--- src/rtl/tg_pkg.sv ---
package tg_pkg;

    typedef enum logic [1:0] {
        SRC_FAST = 2'd0,
        SRC_ALT  = 2'd1,
        SRC_SLOW = 2'd2
    } src_state_e;

endpackage

--- src/rtl/tg_prescaler.sv ---
module tg_prescaler #(
    parameter int W = 2
) (
    input  logic clk,
    input  logic tick,
    output logic ov
);
    // Kept out of reset on purpose: phase survives reset and STOP release.
    logic [W-1:0] cnt_q = '0;

    always_ff @(posedge clk) begin
        if (tick) begin
            cnt_q <= cnt_q + 1'b1;
        end
    end

    assign ov = tick & (&cnt_q);

endmodule

--- src/rtl/tg_fs_sync.sv ---
module tg_fs_sync #(
    parameter int N = 2
) (
    input  logic clk,
    input  logic rst_n,
    input  logic fs_in,
    output logic rise
);
    logic [N:0] sh_q;

    always_ff @(posedge clk or negedge rst_n) begin
        if (!rst_n) begin
            sh_q <= '0;
        end else begin
            sh_q <= {sh_q[N-1:0], fs_in};
        end
    end

    assign rise = sh_q[N-1] & ~sh_q[N];

endmodule

--- src/rtl/tg_div_seg.sv ---
module tg_div_seg #(
    parameter int W = 6
) (
    input  logic         clk,
    input  logic         rst_n,
    input  logic         inc,
    input  logic         clr,
    input  logic         hold,
    output logic [W-1:0] taps
);
    logic [W-1:0] cnt_q;
    logic         adv;

    assign adv = inc & ~clr & ~hold;

    always_ff @(posedge clk or negedge rst_n) begin
        if (!rst_n) begin
            cnt_q <= '0;
        end else if (clr | hold) begin
            cnt_q <= '0;
        end else if (adv) begin
            cnt_q <= cnt_q + 1'b1;
        end
    end

    for (genvar i = 0; i < W; i++) begin : g_tap
        assign taps[i] = adv & (&cnt_q[i:0]);
    end

endmodule

--- src/rtl/tg_src_fsm.sv ---
module tg_src_fsm
    import tg_pkg::*;
(
    input  logic       clk,
    input  logic       rst_n,
    input  logic       slow_mode,
    input  logic       sel_fs,
    output src_state_e state_q,
    output logic       use_fs,
    output logic       hold_low
);
    src_state_e state_d;

    always_comb begin
        state_d = state_q;
        unique case (state_q)
            SRC_FAST: begin
                if (slow_mode)   state_d = SRC_SLOW;
                else if (sel_fs) state_d = SRC_ALT;
            end
            SRC_ALT: begin
                if (slow_mode)    state_d = SRC_SLOW;
                else if (!sel_fs) state_d = SRC_FAST;
            end
            SRC_SLOW: begin
                if (!slow_mode) state_d = sel_fs ? SRC_ALT : SRC_FAST;
            end
            default: state_d = SRC_FAST;
        endcase
    end

    always_ff @(posedge clk or negedge rst_n) begin
        if (!rst_n) begin
            state_q <= SRC_FAST;
        end else begin
            state_q <= state_d;
        end
    end

    always_comb begin
        unique case (state_q)
            SRC_FAST: begin use_fs = 1'b0; hold_low = 1'b0; end
            SRC_ALT:  begin use_fs = 1'b1; hold_low = 1'b0; end
            SRC_SLOW: begin use_fs = 1'b1; hold_low = 1'b1; end
            default:  begin use_fs = 1'b0; hold_low = 1'b0; end
        endcase
    end

endmodule

--- src/rtl/tgen_divchain.sv ---
module tgen_divchain
    import tg_pkg::*;
#(
    parameter int PRE_W       = 2,
    parameter int N_STAGES    = 21,
    parameter int MUX_STAGE   = 7,
    parameter int CTRL_W      = 8,
    parameter int SEL_BIT     = 4,
    parameter int SYNC_STAGES = 2,
    parameter int SER_STAGE   = 5,
    parameter int TMR_STAGE   = 7,
    parameter int DVO_STAGE   = 12,
    parameter int TBT_STAGE   = 14,
    parameter int WARM_STAGE  = 20,
    parameter int WDT_STAGE   = 21
) (
    input  logic                clk,
    input  logic                rst_n,
    input  logic                fc_tick,
    input  logic                fs_in,
    input  logic                stop_rel,
    input  logic                slow_mode,
    input  logic                ctrl_we,
    input  logic [CTRL_W-1:0]   ctrl_wdata,
    output logic [N_STAGES-1:0] taps_o,
    output logic                ser_src_o,
    output logic                tmr_src_o,
    output logic                dvo_pulse_o,
    output logic                tbt_src_o,
    output logic                warm_src_o,
    output logic                wdt_src_o
);
    localparam int LO_W = MUX_STAGE - 1;
    localparam int HI_W = N_STAGES - LO_W;

    logic            sel_q;
    logic            unused_wdata;
    logic            pre_ov;
    logic            fs_rise;
    logic            use_fs;
    logic            hold_low;
    logic            feed7;
    src_state_e      src_state;
    logic [LO_W-1:0] lo_taps;
    logic [HI_W-1:0] hi_taps;

    assign unused_wdata = ^ctrl_wdata;

    always_ff @(posedge clk or negedge rst_n) begin
        if (!rst_n) begin
            sel_q <= 1'b0;
        end else if (ctrl_we) begin
            sel_q <= ctrl_wdata[SEL_BIT];
        end
    end

    tg_prescaler #(.W(PRE_W)) u_pre (
        .clk  (clk),
        .tick (fc_tick),
        .ov   (pre_ov)
    );

    tg_fs_sync #(.N(SYNC_STAGES)) u_sync (
        .clk   (clk),
        .rst_n (rst_n),
        .fs_in (fs_in),
        .rise  (fs_rise)
    );

    tg_src_fsm u_fsm (
        .clk       (clk),
        .rst_n     (rst_n),
        .slow_mode (slow_mode),
        .sel_fs    (sel_q),
        .state_q   (src_state),
        .use_fs    (use_fs),
        .hold_low  (hold_low)
    );

    tg_div_seg #(.W(LO_W)) u_lo (
        .clk   (clk),
        .rst_n (rst_n),
        .inc   (pre_ov),
        .clr   (stop_rel),
        .hold  (hold_low),
        .taps  (lo_taps)
    );

    assign feed7 = use_fs ? fs_rise : lo_taps[LO_W-1];

    tg_div_seg #(.W(HI_W)) u_hi (
        .clk   (clk),
        .rst_n (rst_n),
        .inc   (feed7),
        .clr   (stop_rel),
        .hold  (1'b0),
        .taps  (hi_taps)
    );

    assign taps_o      = {hi_taps, lo_taps};
    assign ser_src_o   = taps_o[SER_STAGE-1];
    assign tmr_src_o   = taps_o[TMR_STAGE-1];
    assign dvo_pulse_o = taps_o[DVO_STAGE-1];
    assign tbt_src_o   = taps_o[TBT_STAGE-1];
    assign warm_src_o  = taps_o[WARM_STAGE-1];
    assign wdt_src_o   = taps_o[WDT_STAGE-1];

endmodule

--- config.mk ---
export PLATFORM = sky130hd
export DESIGN_NAME = tgen_divchain
export DESIGN_NICKNAME = d
export VERILOG_FILES = /design/src/rtl/tg_pkg.sv /design/src/rtl/tg_prescaler.sv /design/src/rtl/tg_fs_sync.sv /design/src/rtl/tg_div_seg.sv /design/src/rtl/tg_src_fsm.sv /design/src/rtl/tgen_divchain.sv
export SDC_FILE = /design/constraint.sdc
export NUM_CORES = 1
export LEC_CHECK = 0
export ABC_AREA = 1
export BUFFER_PORTS_ARGS = -buffer_cell sky130_fd_sc_hd__buf_2
export CORE_AREA = 3 3 62 70
export CTS_BUF_LIST = sky130_fd_sc_hd__clkbuf_4
export CTS_CLUSTER_SIZE = 30
export DETAILED_ROUTE_END_ITERATION = 8
export DIE_AREA = 0 0 65 73
export GPL_TIMING_DRIVEN = 0
export PLACE_DENSITY = 0.83
export SLEW_MARGIN = 20
export SYNTH_ARGS = -nofsm -noshare
export SYNTH_HDL_FRONTEND = slang
export SYNTH_SLANG_ARGS = --single-unit
--- constraint.sdc ---
create_clock -name clk -period 2.15 [get_ports clk]
set_input_delay 0.645 -clock clk [delete_from_list [all_inputs] [get_ports clk]]
set_output_delay 0.645 -clock clk [all_outputs]
set_load 0.03 [all_outputs]
==> impl_metrics.csv <==
group,metric,value,unit
route,wl_per_cell,12.9,um
outcome,failed_checks,"negative setup slack",
critical_path,critPathTopFamily,"buffers and inverters",
critical_path,cp_cell_sequence,"inv_2 > ha_4 > inv_4 > nor2_4 > nand2_2 > nand2_4 > nand2_8 > buf_12 > nor2_4 > buf_6 > buf_6",
die,num_rows,23,
route,drc_errors,0,
sta,finClkSkew,15.1,ps
sta,setup_viol,27,
sta,tns,-9770,ps
clock_tree,root_buffer,"clkbuf_4",
critical_path,slowest_delay,390,ps
synth,synth_xor_area_share,2.38,%
sta,period_needed,2620,ps
route,drt-total-wl,4.67,mm
route,via_per_inst,4.96,
synth,synth_area,1840,sq um
sta,final-max-slew-violation-count,0,
sta,rsz0062_at_grt,"true",
grt,grt_usage,20.6,%
synth,synth-async-reset-ratio,93.1,%
synth,synth-seq-cells,29,
route,dr_total_vias,1801,
finish,regArea,739,sq um
clock_tree,clkTransAtPathRegs,100,ps
outcome,status,"complete, but fails checks",
finish,nets,339,
clock_tree,cts_max_path_buffers,2,
route,initialDrtViolationCount,79,
route,drtPass1Iterations,5,
place,gp_congestion,0.794,
synth,synth_fp_nets,274,
grt,grt_pass1_vias,1710,
die,dieArea,4750,sq um
synth,synth_top_family_by_area,"simple AND/OR/NAND/NOR gates",
power_and_ir_drop,peakVddDrop,0.690,mV
synth,synthAdderAreaFrac,8.15,%
grt,grt_max_degree,28,
sta,maxSlewHeadroom,59.1,%
synth,synthCells,247,
critical_path,worstSetupStartpointType,"register",
grt,antenna_found_initial,0,
finish,area_growth_syn_to_layout,53.7,%
critical_path,path_class,"reg -> out",
critical_path,crit_buf_inv,5,
clock_tree,clkLatencyLatePin,330,ps
sta,period_share,122,%
grt,grt_overflow,0,
critical_path,cp-end-kind,"output port",
synth,synth-edff-count,2,
place,hpwl,2.84,mm
place,pre_cts_slack,-567,ps
critical_path,cp_data_arrival_time,1970,ps
finish,multi_input_area,1180,sq um
clock_tree,cts_tree,"done",
die,die_h,73,um
synth,yosysWarnings,0,
synth,synth_cell_type_count,25,
die,io_pins,42,
sta,finalWorstSetupSlack,-465,ps
synth,avgSynthCellArea,7.46,sq um
die,core-area,3650,sq um
power_and_ir_drop,power.density,585,nW/um^2
finish,fill_cells,252,
sta,fmax,382,MHz
synth,synth-compound-area-share,5.37,%
clock_tree,cts_buffers,5,
flow_run,maxCapViolations,0,
power_and_ir_drop,total_power,1.66,mW
synth,yosys.area_share.simple,32.5,%
synth,synthMuxAreaShare,0,%
clock_tree,clkSinkCount,29,
critical_path,required,1500,ps
finish,antenna_cells,0,
place,io_buffers,34,
die,start_util,50.4,%
synth,synth_flop_cell,"dfrtp_1",
sta,finalHoldViolCount,0,
critical_path,path_max_fanout,5,
finish,drive_above_1_share,40.6,%
sta,tightest_slew,613,ps
hold_path,hold_path_class,"in -> async",
clock_tree,cts_max_level,2,
route,postRouteAntennaNets,0,
synth,ys_seq_area_share,39.9,%
die,die_w,65,um
power_and_ir_drop,leakagePower,1.34,nW
grt,grt_pass1_wl,7.55,mm
critical_path,cpMaxStageDelayCell,"dfrtp_1",
==> final timing paths <==
| check | from | endpoint | slack, ps | depth (start not counted) |
|---|---|---|---|---|
| setup / recovery | u_fsm.state_q[0] | taps_o[6] | -470 | 11 |
| hold / removal | rst_n | u_hi.cnt_q[11] | 320 | 1 |
| setup reg to reg | u_fsm.state_q[0] | u_hi.cnt_q[6] | 360 | 11 |
| hold reg to reg | u_sync.sh_q[0] | u_sync.sh_q[1] | 360 | 0 |
| max in group asynchronous | rst_n | u_fsm.state_q[1] | 1380 | 1 |
| min in group clk | u_sync.sh_q[0] | u_sync.sh_q[1] | 360 | 0 |
==> cell families (layout without fill, tap and decap cells) <==
| group | after synthesis | in the layout |
|---|---|---|
| xor+xnor | 5 | 5 |
| fa+ha+maj | 12 | 12 |
| flops | 29 | 29 |
| compound gates | 16 | 16 |
| simple gates | 139 | 140 |
| buf+inv | 46 | 111 |
==> per-layer routing <==
layer	part of all wire, %	vias to the layer above	wire [um]	global-route usage [%]
li1	-	905	-	-
met1	39	839	1830	23.4
met2	56	55	2620	39.2
met3	4.4	2	205	3.85
met4	0.30	0	14	5.63
met5	0	-	0	0
==> what timing repair did <==
action / in CTS / in global routing
endpoints found under the setup margin: 27 / 27
endpoints found under the hold margin: 0 / 0
resized for setup: 75 / 18
setup buffers: 17 / 5
hold buffers: 0 / 0
pin swaps: 15 / 3
cloned: 2 / 0
==> metrics by stage <==
step	hold slack (ps)	cells	util (%)	instance area [sq um]
4_1_cts	330	358	74.8	2740
5_1_grt	326	363	77.5	2830
6_report	319	363	77.5	2830
2_1_floorplan	331	247	-	2000
3_5_place_dp	340	331	61.2	2240
3_3_place_gp	332	331	61.2	2240
==> registers in the layout (all words and copies together), names as in the netlist <==
register	count
sel_q	1
u_lo.cnt_q	6
u_hi.cnt_q	15
u_fsm.state_q	2
u_sync.sh_q	3
u_pre.cnt_q	2
==> cell usage in the layout (no fill, tap or decap), types with 3 or more instances in the layout <==
| master | n |
|---|---|
| inv_1 | 30 |
| nor2_2 | 6 |
| ha_1 | 8 |
| nand3_1 | 10 |
| nand4_1 | 7 |
| nand3_4 | 3 |
| buf_4 | 28 |
| nor3_2 | 3 |
| a22o_1 | 3 |
| nor2_1 | 12 |
| clkbuf_4 | 7 |
| ha_4 | 4 |
| buf_6 | 27 |
| buf_2 | 8 |
| xor2_1 | 3 |
| nand2_4 | 3 |
| nor2_4 | 17 |
| nand2_1 | 70 |
| inv_2 | 3 |
| dfrtp_1 | 24 |
| o21ai_0 | 9 |
| dfrtp_2 | 3 |
| nand2_2 | 4 |
==> synthesized netlist by cell type (2+ instances only) <==
library cell / n / area, sq um
nor2_1: 33 / 124
ha_1: 12 / 150
buf_6: 2 / 22.5
nor3_1: 7 / 35.0
nand2_2: 2 / 12.5
buf_4: 7 / 52.6
o21ai_0: 9 / 45.0
dfrtp_1: 27 / 676
nand2_1: 74 / 278
inv_1: 36 / 135
xor2_1: 3 / 26.3
nand3_1: 12 / 60.1
xnor2_1: 2 / 17.5
a22o_1: 3 / 26.3
nand4_1: 7 / 43.8
edfxtp_1: 2 / 60.1
==> final cells by class <==
type / instances / share of cell area [%]
well taps: 50 / 2.21
multi-input cells: 173 / 41.6
inverters: 37 / 5.79
flip-flops and latches: 29 / 26.1
clock buffers: 6 / 1.59
clock inverters: 2 / 1.19
plain buffers: 9 / 3.49
repair buffers: 57 / 18.0
==> where the power goes <==
| group | leakage [nW] | internal, mW | switching [mW] |
|---|---|---|---|
| Clock | 0.0433 | 0.255 | 0.182 |
| Combinational | 0.912 | 0.283 | 0.320 |
| Sequential | 0.381 | 0.586 | 0.0311 |
Note: power is estimated with default switching activity, not from simulation.
